==> config.mk <==
export PLATFORM = sky130hd
export DESIGN_NAME = pwr_fault_ctrl
export DESIGN_NICKNAME = d
export VERILOG_FILES = /design/src/rtl/pfc_pkg.sv /design/src/rtl/pfc_sync.sv /design/src/rtl/pfc_limiter.sv /design/src/rtl/pfc_ovl_latch.sv /design/src/rtl/pfc_status.sv /design/src/rtl/pwr_fault_ctrl.sv
export SDC_FILE = /design/constraint.sdc
export NUM_CORES = 1
export LEC_CHECK = 0
export BUFFER_PORTS_ARGS = -buffer_cell sky130_fd_sc_hd__buf_4
export CORE_UTILIZATION = 50
export CTS_CLUSTER_DIAMETER = 100
export DETAILED_ROUTE_END_ITERATION = 10
export MAX_ROUTING_LAYER = met4
export PLACE_DENSITY_LB_ADDON = 0.2
export SKIP_CTS_REPAIR_TIMING = 1
export SYNTH_ARGS = -nofsm -noshare
export SYNTH_HDL_FRONTEND = slang
export SYNTH_HIERARCHICAL = 1
export SYNTH_SLANG_ARGS = --single-unit
export TNS_END_PERCENT = 30
==> constraint.sdc <==
create_clock -name clk -period 4.5 [get_ports clk]
set_clock_uncertainty 0.05 [all_clocks]
set_input_delay 0.675 -clock clk [delete_from_list [all_inputs] [get_ports clk]]
set_output_delay 0.675 -clock clk [all_outputs]
set_load 0.005 [all_outputs]
==> src/rtl/pfc_pkg.sv <==
package pfc_pkg;

    // Status code driven on {sd_n, warn_n}
    typedef enum logic [1:0] {
        CODE_HOT  = 2'b00,
        CODE_TRIP = 2'b01,
        CODE_WARN = 2'b10,
        CODE_OK   = 2'b11
    } stat_code_t;

    // Synchronized non-overcurrent fault inputs
    typedef struct packed {
        logic ote;
        logic uv;
        logic otw;
        logic rel;   // device reset released (high = running)
    } flt_t;

    localparam int FLT_W = $bits(flt_t);

    // Priority selection of the status code
    function automatic stat_code_t pick_code(input flt_t f, input logic ovl);
        stat_code_t c;
        if (!f.rel)              c = CODE_OK;
        else if (f.ote)          c = CODE_HOT;
        else if (ovl || f.uv)    c = CODE_TRIP;
        else if (f.otw)          c = CODE_WARN;
        else                     c = CODE_OK;
        return c;
    endfunction

endpackage

==> src/rtl/pfc_sync.sv <==
module pfc_sync #(
    parameter int   W       = 1,
    parameter logic RST_VAL = 1'b0
) (
    input  logic         clk,
    input  logic         rst,
    input  logic [W-1:0] d,
    output logic [W-1:0] q
);
    logic [W-1:0] stage1;
    logic [W-1:0] stage2;

    always_ff @(posedge clk) begin
        if (rst) begin
            stage1 <= {W{RST_VAL}};
            stage2 <= {W{RST_VAL}};
        end else begin
            stage1 <= d;
            stage2 <= stage1;
        end
    end

    assign q = stage2;
endmodule

==> src/rtl/pfc_limiter.sv <==
module pfc_limiter #(
    parameter int NSW      = 4,
    parameter int WIN_CYC  = 64,
    parameter int TRIP_CNT = 8
) (
    input  logic           clk,
    input  logic           rst,
    input  logic           run,
    input  logic           cyc_start,
    input  logic [NSW-1:0] oc,
    output logic [NSW-1:0] sw_block,
    output logic           trip
);
    localparam int CW = $clog2(WIN_CYC + 1);

    logic [NSW-1:0]     blk_q;
    logic               hit_q;
    logic [WIN_CYC-1:0] hist_q;
    logic [CW-1:0]      cnt_q;
    logic [CW-1:0]      cnt_nxt;
    logic               oc_any;

    assign oc_any  = |oc;
    assign cnt_nxt = cnt_q + CW'(hit_q) - CW'(hist_q[WIN_CYC-1]);

    always_ff @(posedge clk) begin
        if (rst || !run) begin
            blk_q  <= '0;
            hit_q  <= 1'b0;
            hist_q <= '0;
            cnt_q  <= '0;
        end else if (cyc_start) begin
            hist_q <= {hist_q[WIN_CYC-2:0], hit_q};
            cnt_q  <= cnt_nxt;
            hit_q  <= oc_any;
            blk_q  <= oc;
        end else begin
            hit_q  <= hit_q | oc_any;
            blk_q  <= blk_q | oc;
        end
    end

    assign sw_block = blk_q | oc;
    assign trip     = run && cyc_start && (cnt_nxt >= CW'(TRIP_CNT));


    blk_hold_chk: assert property (@(posedge clk) disable iff (rst)
        (oc != '0 && run && !cyc_start) |=> ((blk_q & $past(oc)) == $past(oc)));


    win_cnt_chk: assert property (@(posedge clk) disable iff (rst)
        cnt_q <= CW'(WIN_CYC));

endmodule

==> src/rtl/pfc_ovl_latch.sv <==
module pfc_ovl_latch #(
    parameter int HOLD_CYC = 100_000_000
) (
    input  logic clk,
    input  logic rst,
    input  logic trip,
    input  logic rel,
    output logic ovl
);
    localparam int HW = $clog2(HOLD_CYC + 1);

    logic          ovl_q;
    logic [HW-1:0] hold_q;
    logic          hold_done;

    assign hold_done = (hold_q == HW'(HOLD_CYC));

    always_ff @(posedge clk) begin
        if (rst) begin
            ovl_q  <= 1'b0;
            hold_q <= '0;
        end else if (!ovl_q) begin
            if (trip) begin
                ovl_q  <= 1'b1;
                hold_q <= '0;
            end
        end else if (!rel && hold_done) begin
            ovl_q  <= 1'b0;
        end else if (!hold_done) begin
            hold_q <= hold_q + HW'(1);
        end
    end

    assign ovl = ovl_q;


    early_rel_chk: assert property (@(posedge clk) disable iff (rst)
        (ovl_q && !hold_done) |=> ovl_q);

endmodule

==> src/rtl/pfc_status.sv <==
module pfc_status
    import pfc_pkg::*;
(
    input  logic clk,
    input  logic rst,
    input  flt_t flt,
    input  logic ovl,
    output logic sd_n,
    output logic warn_n
);
    stat_code_t code;

    assign code   = pick_code(flt, ovl);
    assign sd_n   = code[1];
    assign warn_n = code[0];


    rst_force_chk: assert property (@(posedge clk) disable iff (rst)
        !flt.rel |-> (sd_n && warn_n));


    hot_code_chk: assert property (@(posedge clk) disable iff (rst)
        (flt.rel && flt.ote) |-> (!sd_n && !warn_n));

endmodule

==> src/rtl/pwr_fault_ctrl.sv <==
module pwr_fault_ctrl
    import pfc_pkg::*;
#(
    parameter int NSW      = 4,
    parameter int WIN_CYC  = 64,
    parameter int TRIP_CNT = 8,
    parameter int HOLD_CYC = 100_000_000
) (
    input  logic           clk,
    input  logic           rst,
    input  logic           cyc_start,
    input  logic [NSW-1:0] oc_pulse,
    input  logic           uv_flag,
    input  logic           otw_flag,
    input  logic           ote_flag,
    input  logic           dev_rst_n,
    output logic [NSW-1:0] sw_block,
    output logic           hiz,
    output logic           sd_n,
    output logic           warn_n
);
    flt_t           flt_raw;
    flt_t           flt_s;
    logic [NSW-1:0] oc_s;
    logic           trip;
    logic           ovl;

    assign flt_raw = '{ote: ote_flag, uv: uv_flag, otw: otw_flag, rel: dev_rst_n};

    // fault flags: reset to idle, device reset released
    pfc_sync #(.W(FLT_W - 1), .RST_VAL(1'b0)) u_sync_flt (
        .clk (clk),
        .rst (rst),
        .d   ({flt_raw.ote, flt_raw.uv, flt_raw.otw}),
        .q   ({flt_s.ote, flt_s.uv, flt_s.otw})
    );

    pfc_sync #(.W(1), .RST_VAL(1'b1)) u_sync_rel (
        .clk (clk),
        .rst (rst),
        .d   (flt_raw.rel),
        .q   (flt_s.rel)
    );

    pfc_sync #(.W(NSW), .RST_VAL(1'b0)) u_sync_oc (
        .clk (clk),
        .rst (rst),
        .d   (oc_pulse),
        .q   (oc_s)
    );

    pfc_limiter #(
        .NSW      (NSW),
        .WIN_CYC  (WIN_CYC),
        .TRIP_CNT (TRIP_CNT)
    ) u_limiter (
        .clk       (clk),
        .rst       (rst),
        .run       (flt_s.rel),
        .cyc_start (cyc_start),
        .oc        (oc_s),
        .sw_block  (sw_block),
        .trip      (trip)
    );

    pfc_ovl_latch #(.HOLD_CYC(HOLD_CYC)) u_ovl (
        .clk  (clk),
        .rst  (rst),
        .trip (trip),
        .rel  (flt_s.rel),
        .ovl  (ovl)
    );

    pfc_status u_status (
        .clk    (clk),
        .rst    (rst),
        .flt    (flt_s),
        .ovl    (ovl),
        .sd_n   (sd_n),
        .warn_n (warn_n)
    );

    assign hiz = !flt_s.rel || flt_s.ote || flt_s.uv || ovl;


    stage_off_chk: assert property (@(posedge clk) disable iff (rst)
        (flt_s.rel && (flt_s.ote || flt_s.uv || ovl)) |-> (hiz && !sd_n));


    trip_off_chk: assert property (@(posedge clk) disable iff (rst)
        trip |=> hiz);

endmodule

### Word-level counts from Yosys, hierarchy flattened

Index checks and enable logic that the tools add are counted.
W data, S select, Z words.

* input bits: 11
* logic and storage cells: 46
* flip-flop bits (word level): 120
* output and inout bits: 7

* reductions and logical operators: 12
* bitwise logic cells: 2
* mux-type cells: 13
* order comparisons: 1
* add/subtract/negate cells: 3
* eq/ne operators: 3

Operator list (count)
* $mux W27: 4
* $add A27 B1 Y27 const B: 1
* $eq A27 B27 Y1 const B: 1
* $add A7 B1 Y7: 1
* $ge A7 B4 Y1 const B: 1
* $sub A7 B1 Y7: 1
* $mux W2: 3
* $logic_or A1 B1 Y1: 5
* $mux W1: 5
* $mux W4: 1
* $ne A2 B2 Y1 const B: 2
* $or A4 B4 Y4: 1
* $reduce_or A4 Y1: 1
* $logic_and A1 B1 Y1: 3
* $reduce_and A3 Y1: 1
* $reduce_bool A2 Y1: 1
* $logic_not A1 Y1: 1
* $or A1 B1 Y1: 1

### Depth between registers and ports, before layout

* depth after elaboration: 6
* depth in mapped cells: 17
* gate-level depth less buffers: 16

### By module

The synthesis kept the hierarchy.

By module, submodules not included
* pfc_limiter: instances 1, seq. area each 1521.5 um^2, cells an instance 302, area each 3007.9 um^2
* pfc_ovl_latch: instances 1, seq. area each 560.5 um^2, cells an instance 164, area each 1417.6 um^2
* pfc_sync at u_sync_oc: instances 1, seq. area each 160.2 um^2, cells an instance 16, area each 210.2 um^2
* pfc_sync at u_sync_flt: instances 1, seq. area each 120.1 um^2, cells an instance 12, area each 157.7 um^2
* pfc_sync at u_sync_rel: instances 1, seq. area each 40.0 um^2, cells an instance 4, area each 52.6 um^2
* pfc_status: instances 1, seq. area each 0.0 um^2, cells an instance 3, area each 20.0 um^2
* pwr_fault_ctrl: instances 1, seq. area each 0.0 um^2, cells an instance 1, area each 10.0 um^2

### Least setup slack after synthesis

OpenSTA, ideal clock, no wires.

* path kind: reg2reg
* start: register u_limiter.cnt_q[0]
* end: register u_ovl.hold_q[23]
* buffers on the path: 0
* data arrival time: 3198 ps
* clock period less this slack: 3319 ps
* slack: 1181 ps
* stages on the path, launching flop included: 17
* required time: 4379 ps
* setup time: 71 ps
* cells stage by stage: dfxtp_1 inv_1 ha_1 inv_1 ha_1 inv_1 fa_1 nand2b_1 a211oi_1 mux2i_1 nor2_1 a21oi_2 o2111a_1 and2_1 nand4_1 or4_1 a21oi_1

* word-level cells in the longest chain between the ends: 6

RTL lines
* from (decl): line pfc_limiter.sv:19 `logic [CW-1:0] cnt_q;`
* from (signal assigned): line pfc_limiter.sv:34 `cnt_q <= cnt_nxt;`
* $add A7 B1 Y7: line pfc_limiter.sv:24 `assign cnt_nxt = cnt_q + CW'(hit_q) - CW'(hist_q[WIN_CYC-1]);`
* $sub A7 B1 Y7: line pfc_limiter.sv:24
* $ge A7 B4 Y1: line pfc_limiter.sv:44 `assign trip = run && cyc_start && (cnt_nxt >= CW'(TRIP_CNT));`
* $logic_and A1 B1 Y1: line pfc_limiter.sv:44
* named net trip: line pwr_fault_ctrl.sv:25 `logic trip;`
* $reduce_bool A2 Y1 (no line)
* $reduce_and A3 Y1 (no line)
* to (signal assigned): line pfc_ovl_latch.sv:30 `hold_q <= hold_q + HW'(1);`
* to (decl): line pfc_ovl_latch.sv:13 `logic [HW-1:0] hold_q;`

The timed path passes the listed nets, and every way through them passes these cells.
A chain may end at the register's enable or synchronous reset.

### Worst setup path in the final report

Ends and elaborated chain as after synthesis.

==> impl_metrics.env <==
export IMPL_status="finished, final reports clean"
export IMPL_synth_enable_flop_cells=0
export IMPL_final_setup_tns_ns=0
export IMPL_final_min_clock_period_ns=3.76
export IMPL_post_drt_via_cell_ratio=5.24
export IMPL_required_ns=4.88
export IMPL_seqPwrFrac_pct=39.6
export IMPL_avgRoutedWirePerCell_um=12.9
export IMPL_end_kind="flop"
export IMPL_synthCells=502
export IMPL_synth_common_cells="dfxtp_1 (120), nor2_1 (98), mux2i_1 (69)"
export IMPL_overflow=0
export IMPL_place_congestion=0.843
export IMPL_synth_mux_area_share_pct=14.2
export IMPL_p_per_area_nw_per_um2=489
export IMPL_route_vias_total=3448
export IMPL_grt_util_met3_pct=4.37
export IMPL_grt_busiest_layer="met2"
export IMPL_synth_top_family_by_area="simple AND/OR/NAND/NOR gates"
export IMPL_crit_type="reg -> reg"
export IMPL_num_fill_cells=801
export IMPL_fin_crit_sh_pct=83.5
export IMPL_p_int_mw=2.12
export IMPL_die_y_um=101
export IMPL_crit_top_cell="inv_1"
export IMPL_numClockSinks=120
export IMPL_drc=0
export IMPL_yosysWarnings=6
export IMPL_yosys_area_top_type_share_pct=49.3
export IMPL_dp_hpwl_mm=5.34
export IMPL_critical_path_top_delay_family="simple AND/OR/NAND/NOR gates"
export IMPL_wl_mm=8.51
export IMPL_synth_top_flop_cell="dfxtp_1"
export IMPL_fin_util_pct=61.1
export IMPL_ctsRootBufferMaster="clkbuf_8"
export IMPL_p_switching_uw=668
export IMPL_setup_viol=0
export IMPL_crit_buf_inv=3
export IMPL_syn_avg_cell_area_um2=9.71
export IMPL_cp_max_fo=4
export IMPL_numCtsBuffers=17
export IMPL_comb_power_share_pct=10.1
export IMPL_synth_adder_area_share_pct=2.72
export IMPL_synth_compound_area_share_pct=5.90
export IMPL_ys_ff_latch=120
export IMPL_hold_viol=0
export IMPL_n_antenna_cell=0
export IMPL_cpPeakStageDelay_ns=0.48
export IMPL_clock_power_share_pct=50.3
export IMPL_worst_pin_slew_ns=0.755
export IMPL_clk_pin_slew_ns=0.06
export IMPL_arrival_ns=4.14
export IMPL_fmax_ghz=0.266
export IMPL_drtPass1Iterations=4
export IMPL_clk_latency_ns=0.51
export IMPL_synthTopCellsByArea="dfxtp_1 (49%), mux2i_1 (14%), nor2_1 (7.5%)"
export IMPL_ys_async_sr_fraction_pct=0
export IMPL_coreArea_um2=9330
export IMPL_io_buffers=17
export IMPL_startpoint_type="flop"
export IMPL_antenna_found_initial=0
export IMPL_path_cells="inv_1, ha_1, inv_1, ha_1, inv_1, fa_1, nand2b_1, a211oi_1, mux2i_1, nor2_1, a21oi_2, o2111a_1, and2_1, nand4_1, or4_1, a21oi_1"
export IMPL_grt_start_max_net_pins=45
export IMPL_drive_above_1_share_pct=13.0
export IMPL_yosysMostFrequentCell="dfxtp_1"
export IMPL_syn_nets=523
export IMPL_row_count=35
export IMPL_initial_core_util_pct=52.3
export IMPL_grt_total_usage_pct=19.0
export IMPL_synth_yosys_seq_area_share_pct=49.3
export IMPL_die_w_um=101
export IMPL_yosysUniqueCellTypes=55
export IMPL_syn_area_um2=4880
export IMPL_synth_simple_gate_area_share_pct=21.0
export IMPL_slowest_stage="or4_1"
export IMPL_io_pins=18
export IMPL_rsz0062_at_grt="false"
export IMPL_gr_usage_met1_pct=22.1
export IMPL_finish_net_count=538
export IMPL_die_area_um2=10200
export IMPL_yosys_area_share_xor_xnor_pct=3.59
export IMPL_syn_to_final_growth_pct=16.9
export IMPL_vdd_drop_max_uv=345
export IMPL_drtIter0Drc=108
export IMPL_cts_tree="yes"
export IMPL_grt_pass1_vias=3346
export IMPL_cts_buffer_depth=2
export IMPL_hold_path_class="in -> reg"
export IMPL_postRouteAntennaNets=0
export IMPL_p_sw_share_pct=23.9
export IMPL_maxSlewViolCount=0
export IMPL_max_cap_violations=0
export IMPL_htree_num_levels=4
export IMPL_grt_pass1_wl_mm=14.7
export IMPL_slew_headroom_pct=49.7
export IMPL_yosys_area_top_type="dfxtp_1"
export IMPL_met2_usage_pct=31.1
export IMPL_cellLeakagePower_nw=2.36
## layer usage
layer | vias up | part of all wire, %
li1 | 1754 | -
met1 | 1625 | 48
met2 | 59 | 48
met3 | 10 | 3.3
met4 | 0 | 1.1
met5 | - | 0
## state kept, by name (all words and copies together), names as in the netlist
| signal | count |
|---|---|
| u_limiter/hist_q | 64 |
| u_sync_flt/stage1 | 3 |
| u_limiter/blk_q | 4 |
| u_sync_rel/q | 1 |
| u_sync_oc/stage1 | 4 |
| u_sync_oc/q | 4 |
| u_limiter/cnt_q | 7 |
| u_sync_flt/q | 3 |
| u_limiter/hit_q | 1 |
| u_ovl/ovl | 1 |
| u_sync_rel/stage1 | 1 |
| u_ovl/hold_q | 27 |
## kinds of logic (layout without fill, tap and decap cells)
family | count (synthesis) | in the layout
adder cells (fa/ha/maj) | 10 | 10
AND/OR/NAND/NOR | 200 | 200
flip-flops | 120 | 120
AO/OA/AOI/OAI | 44 | 44
buffers and inverters | 39 | 66
multiplexers | 69 | 69
XOR/XNOR | 20 | 20
## path summary, 6_finish.rpt
path,startpoint,to,slack [ns],cells after the start
hold / removal,dev_rst_n,u_sync_rel/stage1,0.30,2
hold reg to reg,u_sync_rel/stage1,u_sync_rel/q,0.35,1
setup / recovery,u_limiter/cnt_q[0],u_ovl/hold_q[23],0.74,16
setup reg to reg,u_limiter/cnt_q[0],u_ovl/hold_q[23],0.74,16
## cells in the final DEF, fill, tap and decap left out, types with 11 or more instances in the layout
cell type / count
a21oi_1: 17
nor2b_1: 17
nor2_1: 98
dfxtp_1: 120
nand3_1: 11
nand2_1: 11
inv_1: 16
clkbuf_16: 16
xor2_1: 14
buf_4: 19
mux2i_1: 69
## stage by stage
stage | power (mW) | setup slack [ns] | cells | hold slack (ns) | cell area [um^2]
floorplan | 1.34 | 1.18 | 502 | 0.333 | 4880
global placement | 1.39 | 0.981 | 627 | 0.336 | 5080
detailed placement | 1.40 | 0.912 | 627 | 0.346 | 5080
CTS | 2.82 | 0.756 | 658 | 0.272 | 5700
global route | 2.90 | 0.393 | 658 | 0.290 | 5700
finish | 2.79 | 0.742 | 658 | 0.295 | 5700
## area by class of cell
type / count / area [um^2] / area share, %
clock buffers: 18 / 428 / 7.50
multi-input cells: 343 / 2310 / 40.6
clock inverters: 13 / 195 / 3.42
flip-flops and latches: 120 / 2400 / 42.1
well taps: 129 / 161 / 2.83
inverters: 16 / 60.1 / 1.05
repair buffers: 19 / 143 / 2.50
## power groups by stage
| stage | combinational [mW] | clock (mW) | sequential [mW] |
|---|---|---|---|
| global route | 0.317 | 1.48 | 1.11 |
| detailed placement | 0.275 | 0 | 1.13 |
| CTS | 0.282 | 1.43 | 1.11 |
| finish | 0.282 | 1.40 | 1.11 |
| floorplan | 0.221 | 0 | 1.12 |
| global placement | 0.267 | 0 | 1.13 |
(Power assumes the default switching activity.)
